<file path="config.mk">
export PLATFORM = sky130hd
export DESIGN_NAME = addr_mask_unit
export DESIGN_NICKNAME = d
export VERILOG_FILES = /design/src/rtl/addr_mask_pkg.sv /design/src/rtl/amask_store.sv /design/src/rtl/amask_gate.sv /design/src/rtl/amask_align.sv /design/src/rtl/addr_mask_unit.sv
export SDC_FILE = /design/constraint.sdc
export NUM_CORES = 1
export LEC_CHECK = 0
export BUFFER_PORTS_ARGS = -buffer_cell sky130_fd_sc_hd__buf_2
export CORE_AREA = 2 2 94 96
export CTS_CLUSTER_SIZE = 30
export DETAILED_ROUTE_END_ITERATION = 6
export DIE_AREA = 0 0 96 98
export GPL_ROUTABILITY_DRIVEN = 1
export PLACE_DENSITY = 0.67
export SLEW_MARGIN = 20
export SYNTH_ARGS = -nofsm -noshare
export SYNTH_HDL_FRONTEND = slang
export SYNTH_SLANG_ARGS = --single-unit
</file>
<file path="constraint.sdc">
create_clock -name clk -period 1.26 [get_ports clk]
set_clock_uncertainty 0.15 [all_clocks]
set_input_delay 0.252 -clock clk [delete_from_list [all_inputs] [get_ports clk]]
set_output_delay 0.252 -clock clk [all_outputs]
set_load 0.1 [all_outputs]
</file>
<file path="src/rtl/addr_mask_pkg.sv">
package addr_mask_pkg;

  typedef enum logic [1:0] {
    SZ_BYTE  = 2'd0,
    SZ_HALF  = 2'd1,
    SZ_WORD  = 2'd2,
    SZ_DWORD = 2'd3
  } acc_size_e;

  // All-ones value covering the low 'width' bits of a 64-bit word.
  function automatic logic [63:0] width_limit(input int width);
    if (width >= 64) return '1;
    return (64'd1 << width) - 64'd1;
  endfunction

  // Low-order bits that must be zero for an access of the given size.
  function automatic logic [2:0] align_bits(input acc_size_e sz);
    case (sz)
      SZ_BYTE:  return 3'b000;
      SZ_HALF:  return 3'b001;
      SZ_WORD:  return 3'b011;
      default:  return 3'b111;
    endcase
  endfunction

endpackage

</file>
<file path="src/rtl/amask_store.sv">
module amask_store
  import addr_mask_pkg::*;
#(
  parameter int ADDR_W = 40,
  parameter int EA_W   = 64
) (
  input  logic              clk,
  input  logic              rst_n,
  input  logic              wr_en,
  input  logic [EA_W-1:0]   wr_data,
  output logic [ADDR_W-1:0] mask_q,
  output logic              wr_fire
);
  // Bits above ADDR_W are never stored, so every write is clamped.
  logic [ADDR_W-1:0] clamped;

  assign clamped = wr_data[ADDR_W-1:0];
  assign wr_fire = wr_en;

  always_ff @(posedge clk or negedge rst_n) begin
    if (!rst_n) mask_q <= '1;
    else if (wr_fire) mask_q <= clamped;
  end
endmodule

</file>
<file path="src/rtl/amask_gate.sv">
module amask_gate #(
  parameter int ADDR_W = 40,
  parameter int EA_W   = 64
) (
  input  logic [EA_W-1:0]   ea,
  input  logic [ADDR_W-1:0] mask,
  output logic [ADDR_W-1:0] masked
);
  // A single AND gate per bit, away from any adder.
  for (genvar b = 0; b < ADDR_W; b++) begin : g_bit
    assign masked[b] = ea[b] & mask[b];
  end
endmodule

</file>
<file path="src/rtl/amask_align.sv">
module amask_align
  import addr_mask_pkg::*;
(
  input  logic       valid,
  input  logic [2:0] low_addr,
  input  acc_size_e  size,
  output logic       low_bits_set,
  output logic       trap
);
  assign low_bits_set = |(low_addr & align_bits(size));
  assign trap         = valid & low_bits_set;
endmodule

</file>
<file path="src/rtl/addr_mask_unit.sv">
module addr_mask_unit
  import addr_mask_pkg::*;
#(
  parameter int ADDR_W = 40,
  parameter int EA_W   = 64
) (
  input  logic              clk,
  input  logic              rst_n,
  input  logic              mask_wr_en,
  input  logic [63:0]       mask_wr_data,
  output logic [63:0]       mask_rd_data,
  input  logic              ea_valid,
  input  logic [63:0]       ea_addr,
  input  logic [1:0]        ea_size,
  output logic              pa_valid,
  output logic [ADDR_W-1:0] pa_addr,
  output logic              misalign_trap
);
  localparam int LOW_W = 3;

  if (ADDR_W < 4 || ADDR_W > EA_W || EA_W != 64) begin : g_bad_cfg
    initial $error("addr_mask_unit: unsupported ADDR_W/EA_W");
  end

  logic [ADDR_W-1:0] mask_q;
  logic              wr_fire;
  logic [ADDR_W-1:0] masked_addr;
  logic              low_bits_set;
  acc_size_e         size_e;

  assign size_e = acc_size_e'(ea_size);

  amask_store #(.ADDR_W(ADDR_W), .EA_W(EA_W)) u_store (
    .clk     (clk),
    .rst_n   (rst_n),
    .wr_en   (mask_wr_en),
    .wr_data (mask_wr_data),
    .mask_q  (mask_q),
    .wr_fire (wr_fire)
  );

  amask_gate #(.ADDR_W(ADDR_W), .EA_W(EA_W)) u_gate (
    .ea     (ea_addr),
    .mask   (mask_q),
    .masked (masked_addr)
  );

  amask_align u_align (
    .valid        (ea_valid),
    .low_addr     (masked_addr[LOW_W-1:0]),
    .size         (size_e),
    .low_bits_set (low_bits_set),
    .trap         (misalign_trap)
  );

  assign pa_valid     = ea_valid;
  assign pa_addr      = masked_addr;
  assign mask_rd_data = 64'(mask_q);
endmodule

</file>
# Yosys cells after proc, flatten, opt, wreduce, memory -nomap -nowiden
# Cells that the tools add are included.
# W data, S select, Z words.
[totals]
reg_bits = 40
inputBits = 134
output_inout_bits = 106
[op_classes]
n_eq_ne = 2
mux = 1
bitwise = 42
n_reduce_logical = 2
[ops]
columns = ["operator", "count"]
rows = [
  ["$and A1 B1 Y1", 41],
  ["$pmux W3 S3", 1],
  ["$and A3 B3 Y3", 1],
  ["$reduce_or A3 Y1", 1],
  ["$eq A2 B1 Y1 const B", 1],
  ["$eq A2 B2 Y1 const B", 1],
  ["$logic_not A2 Y1", 1],
]

# Depth between registers and ports, before layout
[logic_depth]
depth_word = 5
depth_mapped = 3

# Modules after synthesis
# Synthesis repeated with hierarchy kept, for this count alone.
[unflattened]
hier_cells = 158
area_unflattened_um2 = 2028.2
[by_module_without_submodules]
columns = ["mod", "n_inst", "cells_each", "area_per_inst_um2", "seq_area_each_um2"]
rows = [
  ["amask_store", 1, 85, 1554.0, 1051.0],
  ["amask_gate", 1, 40, 250.2, 0.0],
  ["addr_mask_unit", 1, 26, 191.4, 0.0],
  ["amask_align", 1, 7, 32.5, 0.0],
]

# Worst setup path before layout
# No wires, ideal clock.
[synth_timing]
path_type = "register -> output"
from = "register u_store.mask_q[0]"
to = "output port misalign_trap"
t_arrival_ps = 2507
slack_ps = -1649
path_stages_with_launch = 4
path_cell_list = "dfstp_2 a22o_1 a22oi_1 nor2b_1"
[synth_between]
elab_chain_cells = 4
[synth_rtl]
columns = ["item", "line", "rtl"]
rows = [
  ["from (decl)", "amask_store.sv:11", "output logic [ADDR_W-1:0] mask_q,"],
  ["from (signal assigned)", "amask_store.sv:22", "else if (wr_fire) mask_q <= clamped;"],
  ["$and A1 B1 Y1", "amask_gate.sv:11", "assign masked[b] = ea[b] & mask[b];"],
  ["$and A3 B3 Y3", "amask_align.sv:10", "assign low_bits_set = |(low_addr & align_bits(size));"],
  ["$reduce_or A3 Y1", "amask_align.sv:10", ""],
  ["$and A1 B1 Y1", "amask_align.sv:11", "assign trap = valid & low_bits_set;"],
  ["to (decl)", "addr_mask_unit.sv:17", "output logic misalign_trap"],
]
# Every way passes these cells.

# Worst setup path in the final report
# Ends and elaborated chain as after synthesis.

==> qor.yml <==
floorplan:
  die_w_um: 96
  ios: 240
  initial_core_util: 0.2387
  die_h_um: 98
  die_area_sq_um: 9408
  fp.coreArea_sq_um: 8466
  num_rows: 34
final_layout:
  final_nets: 507
  largest_reg_flops: 40
  areaGrowthSynthToFinish_pct: 146.9
  largest_register: "u_store.mask_q"
  diodes: 0
  utilization: 0.5894
  finalInstanceArea_sq_um: 4990
  top_regs: "u_store.mask_q (40)"
  final_layout_size_suffix_gt1_frac: 0.9276
synth:
  synth_top_area_cell: "dfstp_2"
  synthTopCellsByArea: "dfstp_2 52%, mux2_2 22%, and2_1 12%"
  synthCells: 154
  ys_dominant_reg_cell: "dfstp_2"
  synth_seq_area_share: 0.5201
  synth_top_area_frac: 0.5201
  syn_avg_cell_area_sq_um: 13.12
  netlist_area_sq_um: 2021
  synthArstFlopShare: 1.000
  ys_seq_elements: 40
  synth_edf_count: 0
  synth_common_cells: "40 x and2_1, 40 x dfstp_2, 40 x mux2_2, 25 x buf_4, 4 x buf_6"
  yosysWarningCount: 0
  synthDistinctLibCells: 10
clock_network:
  numCtsBuffers: 5
  clock_path_buffers: 2
  root_buffer: "clkbuf_8"
  cts.sinks: 40
  clk_pin_slew_ps: 80
  cts_tree: "yes"
  htree_num_levels: 2
  clkLatencyLatePin_ps: 280
  ctsHoldBuffers: 0
timing:
  rsz0062_at_grt: "true"
  finalHoldViolCount: 7
  maxSlewViolCount: 0
  layout_setup_ws_ps: -612.6
  period_needed_ps: 1873
  finalCritPeriodShare: 1.486
  finalSetupViolCount: 82
  holdWs_ps: -8.563
  max_freq_mhz: 534.0
  setup-tns-final_ps: -28210
critical_path:
  cpMaxStageDelayCell: "dfstp_4"
  crit_family: "flip-flops"
  worstPathCellList: "a22o_1, a22oi_2, nor2b_4, buf_12"
  slowest_delay_ps: 630
  worstSetupEndpointType: "output port"
  arrival_ps: 1470
  critPathKind: "flop to output port"
  cp_num_buf_inv: 1
  cp.required_ps: 860
  crit_path_start_kind: "flop"
  cp_max_fo: 4
pwr:
  pwr-share-clk: 0.124
  p_leak_nw: 2.298
  swShare: 0.4663
  p_seq_frac: 0.261
  power.switching_mw: 3.047
  intPower_mw: 3.488
  power.share.combinational: 0.615
  vdd_drop_max_v: 0.0006676
  power_density_nw_per_um2: 1310
grt:
  grt_max_degree: 41
  first_global_vias: 2051
  grt_overflow_total: 0
  grt_pass1_wl_um: 9908
  antenna_found_initial: 0
  track_usage: 0.1351
route:
  drt-vias-per-instance: 4.037
  vias: 1942
  ant_nets: 0
  dr.pass1.iters: 4
  drt_wl_total_um: 6226
  drt_iter0_drc: 31
  drc_errors: 0
  routedWlPerCell_um: 12.94
run:
  maxCapViolations: 0
outcome:
  status: "complete, but fails checks"
  violations: "negative hold slack, negative setup slack"
placement:
  place_congestion: 0.6754
  pre_cts_slack_ps: -303.7
  io_buffers: 167
  placed_area_sq_um: 4667
  place_hpwl_um: 5115
worst_hold_path:
  hold_path_class: "input pin to async pin"
-- repair_timing --
action                                  4_1_cts  5_1_grt
gates resized for setup                      41        1
pin swaps                                    38        0
endpoints found under the setup margin       81       81
buffers inserted                              8        4
endpoints found under the hold margin         0        0
-- placed cells by master (no fill, tap or decap), types with 5 or more instances in the layout --
cell      count
clkbuf_8      5
conb_1       24
mux2_2       40
buf_4         7
and2_4       39
buf_2        85
dfstp_4      40
buf_6        41
buf_12       85
-- stage by stage --
stage	std cells	total power [mW]
2_1_floorplan	177	4.189
3_5_place_dp	462	5.605
6_report	481	6.535
4_1_cts	477	6.601
3_3_place_gp	462	5.555
5_1_grt	481	6.769
-- routing by layer --
| layer | track usage | up-vias | share of wire |
|---|---|---|---|
| met3 | 0.05401 | 4 | 0.11 |
| met2 | 0.2628 | 108 | 0.58 |
| met4 | 0.03736 | 0 | 0.010 |
| li1 | - | 899 | - |
| met1 | 0.1251 | 931 | 0.30 |
| met5 | 0 | - | 0 |
-- final cells by class --
| type | count | area, sq um |
|---|---|---|
| Multi-Input combinational cell | 108 | 934.6 |
| Tap cell | 108 | 135.1 |
| Clock inverter | 1 | 5.005 |
| Clock buffer | 6 | 72.57 |
| Sequential cell | 40 | 1201 |
| Fill cell | 682 | 3476 |
| Timing Repair Buffer | 218 | 2641 |
-- path summary, 6_finish.rpt --
path	from	endpoint	depth (start not counted)	slack, ps
min in group clk	mask_wr_data[10]	u_store.mask_q[10]	2	50
worst min-delay path	rst_n	u_store.mask_q[29]	2	-9
max in group asynchronous	rst_n	u_store.mask_q[35]	2	910
worst max-delay path	u_store.mask_q[0]	misalign_trap	4	-610
worst min register to register	u_store.mask_q[35]	u_store.mask_q[35]	1	580
worst max register to register	u_store.mask_q[14]	u_store.mask_q[14]	4	-30
-- cells by family (layout without fill, tap and decap cells) --
| group | count (synthesis) | in the layout | share of synthesized area |
|---|---|---|---|
| other | 1 | 24 | 0.001856 |
| multiplexers | 40 | 40 | 0.2229 |
| flip-flops | 40 | 40 | 0.5201 |
| AND/OR/NAND/NOR | 41 | 41 | 0.1269 |
| buffers and inverters | 29 | 225 | 0.1152 |
| AO/OA/AOI/OAI | 3 | 3 | 0.01301 |
-- power by group through the flow --
stage	registers [mW]	logic [mW]	clock network [mW]
2_1_floorplan	2.71	1.48	0
3_3_place_gp	1.71	3.85	0
3_5_place_dp	1.72	3.89	0
4_1_cts	1.71	4.02	0.871
5_1_grt	1.73	4.13	0.910
6_report	1.71	4.02	0.811
-- worst reg2reg max path: cells and delay by family (launching register included) --
family / cells / cell delay [ps]
mux: 1 / 250
buf+inv: 3 / 350
flops: 1 / 470
(Power assumes the default switching activity.)
